## src/rtl/skew_pkg.sv

```systemverilog
// Shared types for the skewed domain generator.
package skew_pkg;
    // Sequencer state: idle, waiting for start, or walking the domain.
    typedef enum logic {
        ST_IDLE = 1'b0,
        ST_RUN  = 1'b1
    } seq_state_t;
endpackage

```

## src/rtl/skew_bounds.sv

```systemverilog
// Combinational bound unit.
// Computes the inner upper bound for the current diagonal, min(s-1, K),
// and the inner lower bound for the following diagonal, max(1, s+1-N).
// Assumes J_W is wide enough to hold N+K+1 without wrap.
module skew_bounds #(
    parameter int N_W = 10,
    parameter int K_W = 6,
    parameter int J_W = N_W + 1
) (
    input  logic [J_W-1:0] j_cur,
    input  logic [N_W-1:0] n_lim,
    input  logic [K_W-1:0] k_lim,
    output logic [J_W-1:0] hi_cur,
    output logic [J_W-1:0] lo_next
);
    logic [J_W-1:0] n_ext;
    logic [J_W-1:0] k_ext;
    logic [J_W-1:0] j_dec;
    logic [J_W-1:0] j_inc;

    // Purpose: widen operands and form the neighbouring diagonal indices.
    always_comb begin
        n_ext = J_W'(n_lim);
        k_ext = J_W'(k_lim);
        j_dec = j_cur - J_W'(1);
        j_inc = j_cur + J_W'(1);
    end

    // Purpose: clip the diagonal against the rectangle edges.
    always_comb begin
        hi_cur  = (j_dec < k_ext) ? j_dec : k_ext;
        lo_next = (j_inc > n_ext) ? (j_inc - n_ext) : J_W'(1);
    end
endmodule

```

## src/rtl/skew_seq.sv

```systemverilog
// Domain sequencer.
// Holds the latched parameters and the (diagonal, inner) counter pair, and
// steps them by one point per accepted transfer. It raises done for one
// cycle after the final point. Assumes N >= 1 and K >= 1, so the first
// diagonal (s = 2) always starts at inner index 1.
module skew_seq
    import skew_pkg::*;
#(
    parameter int N_W = 10,
    parameter int K_W = 6,
    parameter int J_W = N_W + 1
) (
    input  logic           clk,
    input  logic           rst_n,
    input  logic           start,
    input  logic [N_W-1:0] n_in,
    input  logic [K_W-1:0] k_in,
    input  logic           split_in,
    input  logic           pt_ready,
    output logic           pt_valid,
    output logic [J_W-1:0] j_q,
    output logic [J_W-1:0] i_q,
    output logic [N_W-1:0] n_q,
    output logic [K_W-1:0] k_q,
    output logic           split_q,
    output logic           done,
    output logic           busy
);
    seq_state_t     state_q;
    logic [J_W-1:0] hi_cur;
    logic [J_W-1:0] lo_next;
    logic [J_W-1:0] last_j;
    logic           row_end;
    logic           dom_end;
    logic           fire;
    logic           done_q;

    skew_bounds #(.N_W(N_W), .K_W(K_W), .J_W(J_W)) u_bounds (
        .j_cur   (j_q),
        .n_lim   (n_q),
        .k_lim   (k_q),
        .hi_cur  (hi_cur),
        .lo_next (lo_next)
    );

    // Purpose: decode transfer and end-of-row / end-of-domain conditions.
    always_comb begin
        last_j   = J_W'(n_q) + J_W'(k_q);
        pt_valid = (state_q == ST_RUN);
        fire     = pt_valid && pt_ready;
        row_end  = (i_q == hi_cur);
        dom_end  = row_end && (j_q == last_j);
    end

    // Purpose: latch parameters on start and advance the point counters.
    always_ff @(posedge clk) begin
        if (!rst_n) begin
            state_q <= ST_IDLE;
            j_q     <= '0;
            i_q     <= '0;
            n_q     <= '0;
            k_q     <= '0;
            split_q <= 1'b0;
            done_q  <= 1'b0;
        end else begin
            done_q <= 1'b0;
            case (state_q)
                ST_IDLE: begin
                    if (start) begin
                        n_q     <= n_in;
                        k_q     <= k_in;
                        split_q <= split_in;
                        j_q     <= J_W'(2);
                        i_q     <= J_W'(1);
                        state_q <= ST_RUN;
                    end
                end
                ST_RUN: begin
                    if (fire) begin
                        if (dom_end) begin
                            state_q <= ST_IDLE;
                            done_q  <= 1'b1;
                        end else if (row_end) begin
                            j_q <= j_q + J_W'(1);
                            i_q <= lo_next;
                        end else begin
                            i_q <= i_q + J_W'(1);
                        end
                    end
                end
                default: state_q <= ST_IDLE;
            endcase
        end
    end

    // Purpose: drive status outputs from registered state.
    always_comb begin
        done = done_q;
        busy = (state_q == ST_RUN);
    end
endmodule

```

## src/rtl/skew_route.sv

```systemverilog
// Stream router.
// Steers the single outstanding point to stream 0 or stream 1. In split
// mode an odd diagonal selects stream 1. The point's ready is taken only
// from the selected stream.
module skew_route (
    input  logic split_q,
    input  logic j_odd,
    input  logic pt_valid,
    input  logic s0_ready,
    input  logic s1_ready,
    output logic s0_valid,
    output logic s1_valid,
    output logic pt_ready
);
    logic to_s1;

    // Purpose: pick the target stream and return its ready.
    always_comb begin
        to_s1    = split_q && j_odd;
        s0_valid = pt_valid && !to_s1;
        s1_valid = pt_valid && to_s1;
        pt_ready = to_s1 ? s1_ready : s0_ready;
    end
endmodule

```

## src/rtl/skew_domain_gen.sv

```systemverilog
// Skewed iteration domain generator, top level.
// Walks the diagonals s = 2 .. N+K of an N x K rectangle. For each point
// it emits y = i and x = s - i, on one stream or split by diagonal parity
// across two. Assumes N >= 1, K >= 1 and K < 2**N_W.
module skew_domain_gen #(
    parameter int N_W = 10,
    parameter int K_W = 6
) (
    input  logic           clk,
    input  logic           rst_n,
    input  logic           start,
    input  logic [N_W-1:0] n_in,
    input  logic [K_W-1:0] k_in,
    input  logic           split_in,
    output logic           s0_valid,
    input  logic           s0_ready,
    output logic           s1_valid,
    input  logic           s1_ready,
    output logic [K_W-1:0] y_idx,
    output logic [N_W-1:0] x_idx,
    output logic           done,
    output logic           busy
);
    localparam int J_W = N_W + 1;

    logic           pt_valid;
    logic           pt_ready;
    logic [J_W-1:0] j_q;
    logic [J_W-1:0] i_q;
    logic [N_W-1:0] n_q;
    logic [K_W-1:0] k_q;
    logic           split_q;

    skew_seq #(.N_W(N_W), .K_W(K_W), .J_W(J_W)) u_seq (
        .clk      (clk),
        .rst_n    (rst_n),
        .start    (start),
        .n_in     (n_in),
        .k_in     (k_in),
        .split_in (split_in),
        .pt_ready (pt_ready),
        .pt_valid (pt_valid),
        .j_q      (j_q),
        .i_q      (i_q),
        .n_q      (n_q),
        .k_q      (k_q),
        .split_q  (split_q),
        .done     (done),
        .busy     (busy)
    );

    skew_route u_route (
        .split_q  (split_q),
        .j_odd    (j_q[0]),
        .pt_valid (pt_valid),
        .s0_ready (s0_ready),
        .s1_ready (s1_ready),
        .s0_valid (s0_valid),
        .s1_valid (s1_valid),
        .pt_ready (pt_ready)
    );

    // Purpose: form the operand index pair from the counters.
    always_comb begin
        y_idx = K_W'(i_q);
        x_idx = N_W'(j_q - i_q);
    end
endmodule

```

## config.mk

```make
export PLATFORM = sky130hd
export DESIGN_NAME = skew_domain_gen
export DESIGN_NICKNAME = d
export VERILOG_FILES = /design/src/rtl/skew_pkg.sv /design/src/rtl/skew_bounds.sv /design/src/rtl/skew_seq.sv /design/src/rtl/skew_route.sv /design/src/rtl/skew_domain_gen.sv
export SDC_FILE = /design/constraint.sdc
export NUM_CORES = 1
export LEC_CHECK = 0
export BUFFER_PORTS_ARGS = -buffer_cell sky130_fd_sc_hd__buf_2
export CELL_PAD_IN_SITES_DETAIL_PLACEMENT = 1
export CELL_PAD_IN_SITES_GLOBAL_PLACEMENT = 1
export CORE_MARGIN = 8
export CORE_UTILIZATION = 45
export DETAILED_ROUTE_END_ITERATION = 7
export GPL_TIMING_DRIVEN = 0
export PLACE_DENSITY = 0.89
export SYNTH_ARGS = -nofsm -noshare
export SYNTH_HDL_FRONTEND = slang
export SYNTH_HIERARCHICAL = 1
export SYNTH_SLANG_ARGS = --single-unit
```

## constraint.sdc

```tcl
create_clock -name clk -period 5.1 [get_ports clk]
set_input_delay 1.275 -clock clk [delete_from_list [all_inputs] [get_ports clk]]
set_output_delay 1.275 -clock clk [all_outputs]
set_load 0.01 [all_outputs]
```

==> flow_summary_export.csv, run 1 <==
group,metric,value,unit
run_status,status,"finished clean",
global_route,grt_pass1_wl,23700,microns
die,fp.coreArea,9550,sq um
sta,min_period_over_period,0.959,
detailed_routing,drc,0,
yosys,ys_warn_count,6,
clocking,ctsHoldBuffers,0,
yosys,synth-edff-count,0,
clocking,cts.sinks,41,
detailed_routing,vias,4556,
clocking,path_clk_slew,0.10,ns
final_layout,layout.nets,711,
clocking,cts_tree,"built",
final_layout,final_common_cell,"nand2_1",
clocking,cts_root_buf,"clkbuf_8",
detailed_routing,firstDrtPassIters,4,
worst_setup_path,worst-setup-path-type,"flop to flop",
detailed_routing,antenna_left,0,
worst_setup_path,reg2reg_from,"u_seq/j_q[1]",
final_layout,stdcell_count,786,
placement,place_inst,752,
global_route,grt_usage,0.230,
final_layout,nFillCells,1275,
placement,gp_congestion,0.936,
clocking,numCtsBuffers,5,
global_route,grt_max_degree,18,
global_route,grt_remaining_overflow,0,
min_path,worstHoldStart,"u_seq/split_q",
final_layout,drive_gt1_frac,0.193,
worst_setup_path,cp-end-kind,"flop",
yosys,seq_area_frac_synth,0.189,
sta,fin_crit,4.89,ns
final_layout,final_cell_mix,"nand2_1, buf_2, inv_1",
power_and_ir_drop,powerDensity,167,nW/um^2
sta,max_clock_freq,205,MHz
detailed_routing,viasPerCell,5.80,
clocking,cts_htree_levels,2,
global_route,antenna_found_initial,0,
yosys,synth-seq-cells,41,
placement,hpwl,11300,microns
die,ioPinCount,42,
worst_setup_path,critPathLaunch,"u_seq/j_q[1]",
clocking,clkLatencyLatePin,0.32,ns
yosys,netlist_area,4330,sq um
sta,finalSetupTns,0,ns
min_path,hold_class,"flop to flop",
die,dieArea,13000,sq um
detailed_routing,routed_wl,15200,microns
global_route,grt_pass1_vias,4666,
die,dieWidth,114,microns
clocking,clock_path_buffers,2,
sta,worst_slew_pin_slew,0.857,ns
placement,place_ws,-0.599,ns
yosys,synth_area_per_cell,7.55,sq um
detailed_routing,drt_iter0_drc,256,
sta,fin_ws,0.211,ns
sta,slew_violations,0,
worst_setup_path,required,5.32,ns
placement,placed_area,4720,sq um
yosys,yosysUniqueCellTypes,75,
final_layout,antenna_cells,0,
flow_run,max_cap_viol_count,0,
power_and_ir_drop,peakVddDrop,103,uV
worst_setup_path,setup.worst_path.start_class,"flop",
sta,fin_skew,0.0148,ns
die,die_h,114,microns
die,initial_core_util,0.454,
worst_setup_path,cp_max_fo,8,
worst_setup_path,arrival,5.11,ns
detailed_routing,routedWlPerCell,19.3,microns
sta,hold_viol_final,0,
placement,place.port_buffers,41,
final_layout,design_area,5070,sq um
sta,setup_violations,0,
yosys,synth-main-ff-cell,"dfxtp_1",
final_layout,syn_to_final_growth,17.1,%
sta,slew_headroom,0.420,
yosys,synthCells,574,
die,rows,36,
power_and_ir_drop,p_leak,2.24,nW
yosys,async_flop_share,0,
==> stage by stage <==
| stage | total power [mW] | hold slack, ns | util |
|---|---|---|---|
| after floorplan | 0.522 | 0.445 | - |
| after global placement | 0.587 | 0.454 | 0.494 |
| after detailed placement | 0.601 | 0.472 | 0.494 |
| after CTS | 0.840 | 0.486 | 0.511 |
| after global routing | 0.896 | 0.526 | 0.531 |
| final | 0.847 | 0.485 | 0.531 |
==> cells in the mapped netlist, types with 3 or more instances <==
| library cell | instances | area, sq um |
|---|---|---|
| nand3b_1 | 9 | 67.6 |
| nand2b_1 | 5 | 31.3 |
| o2111ai_1 | 5 | 43.8 |
| and2_1 | 3 | 18.8 |
| mux2_2 | 10 | 113 |
| fa_1 | 3 | 60.1 |
| dfxtp_1 | 41 | 821 |
| ha_1 | 34 | 425 |
| buf_2 | 5 | 25.0 |
| o311a_1 | 3 | 30.0 |
| nand2_1 | 65 | 244 |
| nand4_1 | 5 | 31.3 |
| o21a_1 | 8 | 60.1 |
| buf_4 | 6 | 45.0 |
| nor2b_1 | 5 | 31.3 |
| xnor2_1 | 24 | 210 |
| mux2i_1 | 4 | 40.0 |
| a211oi_1 | 5 | 37.5 |
| nor3_1 | 16 | 80.1 |
| o21ai_1 | 4 | 20.0 |
| nor4_1 | 4 | 25.0 |
| a21oi_1 | 39 | 195 |
| xor2_1 | 27 | 236 |
| a31oi_1 | 14 | 87.6 |
| a21o_1 | 12 | 90.1 |
| and3_1 | 10 | 62.6 |
| o211ai_1 | 6 | 45.0 |
| clkbuf_1 | 16 | 60.1 |
| nand3_1 | 26 | 130 |
| inv_1 | 45 | 169 |
| or4_1 | 3 | 22.5 |
| nor2_1 | 35 | 131 |
| o21ai_0 | 22 | 110 |
==> metal layers <==
metal | vias to the layer above | track usage | routed length, microns
li1 | 2193 | - | -
met1 | 2193 | 0.256 | 6380
met2 | 137 | 0.418 | 7520
met3 | 33 | 0.0385 | 815
met4 | 0 | 0.106 | 490
met5 | - | 0 | 0
==> what timing repair did <==
item | CTS | global route
setup endpoints to repair | 24 | 24
gates cloned | 0 | 1
pin swaps | 3 | 6
setup buffers | 4 | 21
gates resized for setup | 10 | 10
==> worst paths after layout <==
kind | depth (start not counted) | slack, ns | endpoint
min reg2reg | 2 | 0.48 | u_seq/split_q
min | 2 | 0.48 | u_seq/split_q
max reg2reg | 22 | 0.21 | u_seq/i_q[0]
max | 22 | 0.21 | u_seq/i_q[0]
==> flip-flops by register name (all words and copies together), names as in the netlist <==
register	flops
u_seq/done	1
u_seq/busy	1
u_seq/i_q	11
u_seq/j_q	11
u_seq/k_q	6
u_seq/split_q	1
u_seq/n_q	10
==> report_power, final <==
part / switching, mW / total, mW / internal [mW]
combinational: 0.157 / 0.267 / 0.110
clock: 0.138 / 0.235 / 0.0974
sequential: 0.0159 / 0.345 / 0.329
==> logic make-up after synthesis <==
group | synth area share
AND/OR/NAND/NOR | 0.236
AO/OA/AOI/OAI | 0.234
buffers and inverters | 0.0771
XOR/XNOR | 0.109
flip-flops | 0.189
adder cells (fa/ha/maj) | 0.112
multiplexers | 0.0413
other | 0.000865
==> worst max-delay path: stages (launching register included) <==
cell	delay (ns)
dfxtp_4	0.40
inv_1	0.10
ha_4	0.17
inv_1	0.07
nor3_2	0.13
xor2_1	0.24
ha_1	0.30
a21o_1	0.19
a211oi_2	0.20
o21ai_2	0.11
nor4_4	0.29
buf_4	0.19
buf_4	0.11
mux2_2	0.35
xor2_1	0.16
nor4_2	0.32
nand3_1	0.14
buf_4	0.18
nor4_4	0.30
and2_1	0.18
buf_2	0.20
o21ai_1	0.19
o2111a_1	0.28
==> final cells by class <==
cell class	instances	area, sq um	share of cell area
tap	133	166	0.0328
timing repair buffer	67	395	0.0779
clock inverter	3	21.3	0.00419
buffer	31	169	0.0333
inverter	46	173	0.0340
sequential	41	828	0.163
multi-input combinational	460	3250	0.641
clock buffer	5	68.8	0.0136
(Power assumes the default switching activity.)
==> run 2: changes to the inputs <==
- BUFFER_PORTS_ARGS: -buffer_cell sky130_fd_sc_hd__buf_2 -> -buffer_cell sky130_fd_sc_hd__clkbuf_2
- CTS_BUF_LIST: unset -> sky130_fd_sc_hd__clkbuf_2
- REMOVE_ABC_BUFFERS: unset -> 1
==> flow_summary_export.csv, run 2 (synthesized netlist as in run 1, its figures left out) <==
group,metric,value,unit
worst_setup_path,reg2reg_from,"u_seq/j_q[0]",
min_path,worstHoldStart,"u_seq/n_q[4]",
global_route,grt_max_degree,33,
clocking,cts_tree,"built",
die,rows,36,
detailed_routing,firstDrtPassIters,5,
clocking,clock_path_buffers,2,
min_path,min_path_cells,2,
power_and_ir_drop,p_total,795,uW
final_layout,top_regs,"u_seq/i_q x11, u_seq/j_q x11, u_seq/n_q x10",
worst_setup_path,r2r_end,"u_seq/j_q[3]",
worst_setup_path,reg2reg_slack,-0.13,ns
clocking,cts_htree_levels,2,
sta,fin_skew,0.0719,ns
worst_setup_path,worst-setup-path-type,"flop to flop",
detailed_routing,drt_iter0_drc,385,
die,dieWidth,114,microns
global_route,grt_remaining_overflow,0,
placement,gp_congestion,0.891,
detailed_routing,routedWlPerCell,21.3,microns
die,ioPinCount,42,
clocking,path_clk_slew,0.33,ns
global_route,grt_pass1_vias,4878,
final_layout,drive_gt1_frac,0.180,
global_route,grt_pass1_wl,24500,microns
final_layout,final_cell_mix,"nand2_1, clkbuf_2, inv_1",
run_status,violations,"setup timing",
worst_setup_path,cp_max_fo,14,
detailed_routing,viasPerCell,6.25,
final_layout,antenna_cells,0,
global_route,grt_usage,0.233,
detailed_routing,vias,4696,
sta,slew_violations,0,
sta,fin_ws,-0.133,ns
die,die_h,114,microns
sta,max_clock_freq,191,MHz
sta,setup_violations,12,
die,fp.coreArea,9550,sq um
min_path,hold_class,"flop to flop",
die,initial_core_util,0.454,
global_route,antenna_found_initial,0,
power_and_ir_drop,powerDensity,162,nW/um^2
final_layout,final_common_cell,"nand2_1",
clocking,cts_root_buf,"clkbuf_2",
detailed_routing,drc,0,
detailed_routing,routed_wl,16000,microns
sta,min_period_over_period,1.03,
final_layout,nFillCells,1250,
sta,fin_crit,5.23,ns
detailed_routing,antenna_left,0,
run_status,status,"finished with violations",
placement,place.port_buffers,41,
sta,holdWs,0.507,ns
worst_setup_path,cp-end-kind,"flop",
placement,hpwl,10600,microns
final_layout,syn_to_final_growth,13.1,%
sta,hold_viol_final,0,
sta,worst_slew_pin_slew,1.29,ns
min_path,min_to,"u_seq/n_q[4]",
worst_setup_path,arrival,5.67,ns
power_and_ir_drop,peakVddDrop,80.8,uV
worst_setup_path,required,5.53,ns
clocking,clkLatencyLatePin,0.48,ns
worst_setup_path,setup.worst_path.start_class,"flop",
sta,slew_headroom,0.138,
die,dieArea,13000,sq um
clocking,numCtsBuffers,5,
flow_run,max_cap_viol_count,0,
worst_setup_path,ff2ff_path_depth,23,
final_layout,layout.nets,676,
clocking,cts.sinks,41,
power_and_ir_drop,p_leak,2.10,nW
==> run 2: changes by cell type in the layout (fill, tap and decap cells not counted), moves of 2 or more <==
cell and delta:
buf_2 -45, clkbuf_2 +43, clkbuf_1 -15, buf_4 -10, clkbuf_8 -5, buf_6 -3
dfxtp_1 -2, dfxtp_2 +2, nor4_2 -2, nor4_4 +2
==> run 2: how the worst max path moves through the flow <==
| stage | slack [ns] | from | to |
|---|---|---|---|
| finish | -0.13 | u_seq/j_q[0] | u_seq/j_q[3] |
| global route | -0.11 | u_seq/j_q[0] | u_seq/j_q[3] |
| CTS | 0.02 | u_seq/j_q[1] | u_seq/i_q[10] |
| detailed placement | -1.40 | u_seq/j_q[0] | u_seq/i_q[10] |
| global placement | -1.04 | u_seq/j_q[0] | u_seq/j_q[6] |
| floorplan | 0.03 | u_seq/j_q[0] | u_seq/j_q[6] |
==> run 2: repair_timing <==
action                     in CTS  in global routing
hold buffers                    0                  0
gates resized for setup        16                  9
setup endpoints to repair      24                 24
gates cloned                    1                  0
pin swaps                       4                  6
setup buffers                  10                 11
==> run 2: power breakdown <==
group | internal (mW) | total, mW | switching (mW)
registers | 0.331 | 0.349 | 0.0182
clock network | 0.0366 | 0.179 | 0.142
logic | 0.106 | 0.267 | 0.161
==> run 2: metal layers <==
metal  up-vias  GRT usage  routed length [microns]
met5         -          0                        0
met4         0      0.121                      712
met3        62     0.0385                     1060
met2       225      0.403                     7770
met1      2278      0.270                     6430
li1       2131          -                        -
==> run 2: critical path, stage by stage, from the launching register on <==
cell and delay (ns):
dfxtp_4 0.43, inv_1 0.11, ha_4 0.19, inv_1 0.10
nor3_2 0.20, xor2_1 0.28, ha_1 0.31, a21o_1 0.18
a211oi_2 0.27, o21ai_1 0.15, nor4_4 0.30, buf_4 0.19
buf_4 0.13, mux2_2 0.34, xor2_1 0.18, nor4_4 0.35
nand3_4 0.17, buf_4 0.20, or2_2 0.33, a21oi_4 0.15
buf_12 0.15, buf_4 0.12, o21ai_1 0.07, o221a_2 0.26
==> run 2: layout make-up <==
type                            count  area (sq um)  share of cell area
Multi-Input combinational cell    461          3310               0.675
Sequential cell                    41           831               0.170
Timing Repair Buffer               62           373              0.0761
Inverter                           46           173              0.0352
Tap cell                          133           166              0.0340
Clock buffer                        5          25.0             0.00511
Clock inverter                      3          25.0             0.00511
==> run 2: through the flow <==
step / cells / area, sq um / worst slack (ns) / utilization / setup TNS [ns]
2_1_floorplan: 547 / 4190 / 0.0260 / - / 0
3_3_place_gp: 721 / 4560 / -1.04 / 0.477 / -20.59
3_5_place_dp: 721 / 4560 / -1.40 / 0.477 / -29.18
4_1_cts: 740 / 4780 / 0.0187 / 0.501 / 0
5_1_grt: 751 / 4900 / -0.106 / 0.513 / -0.786
6_report: 751 / 4900 / -0.133 / 0.513 / -0.828
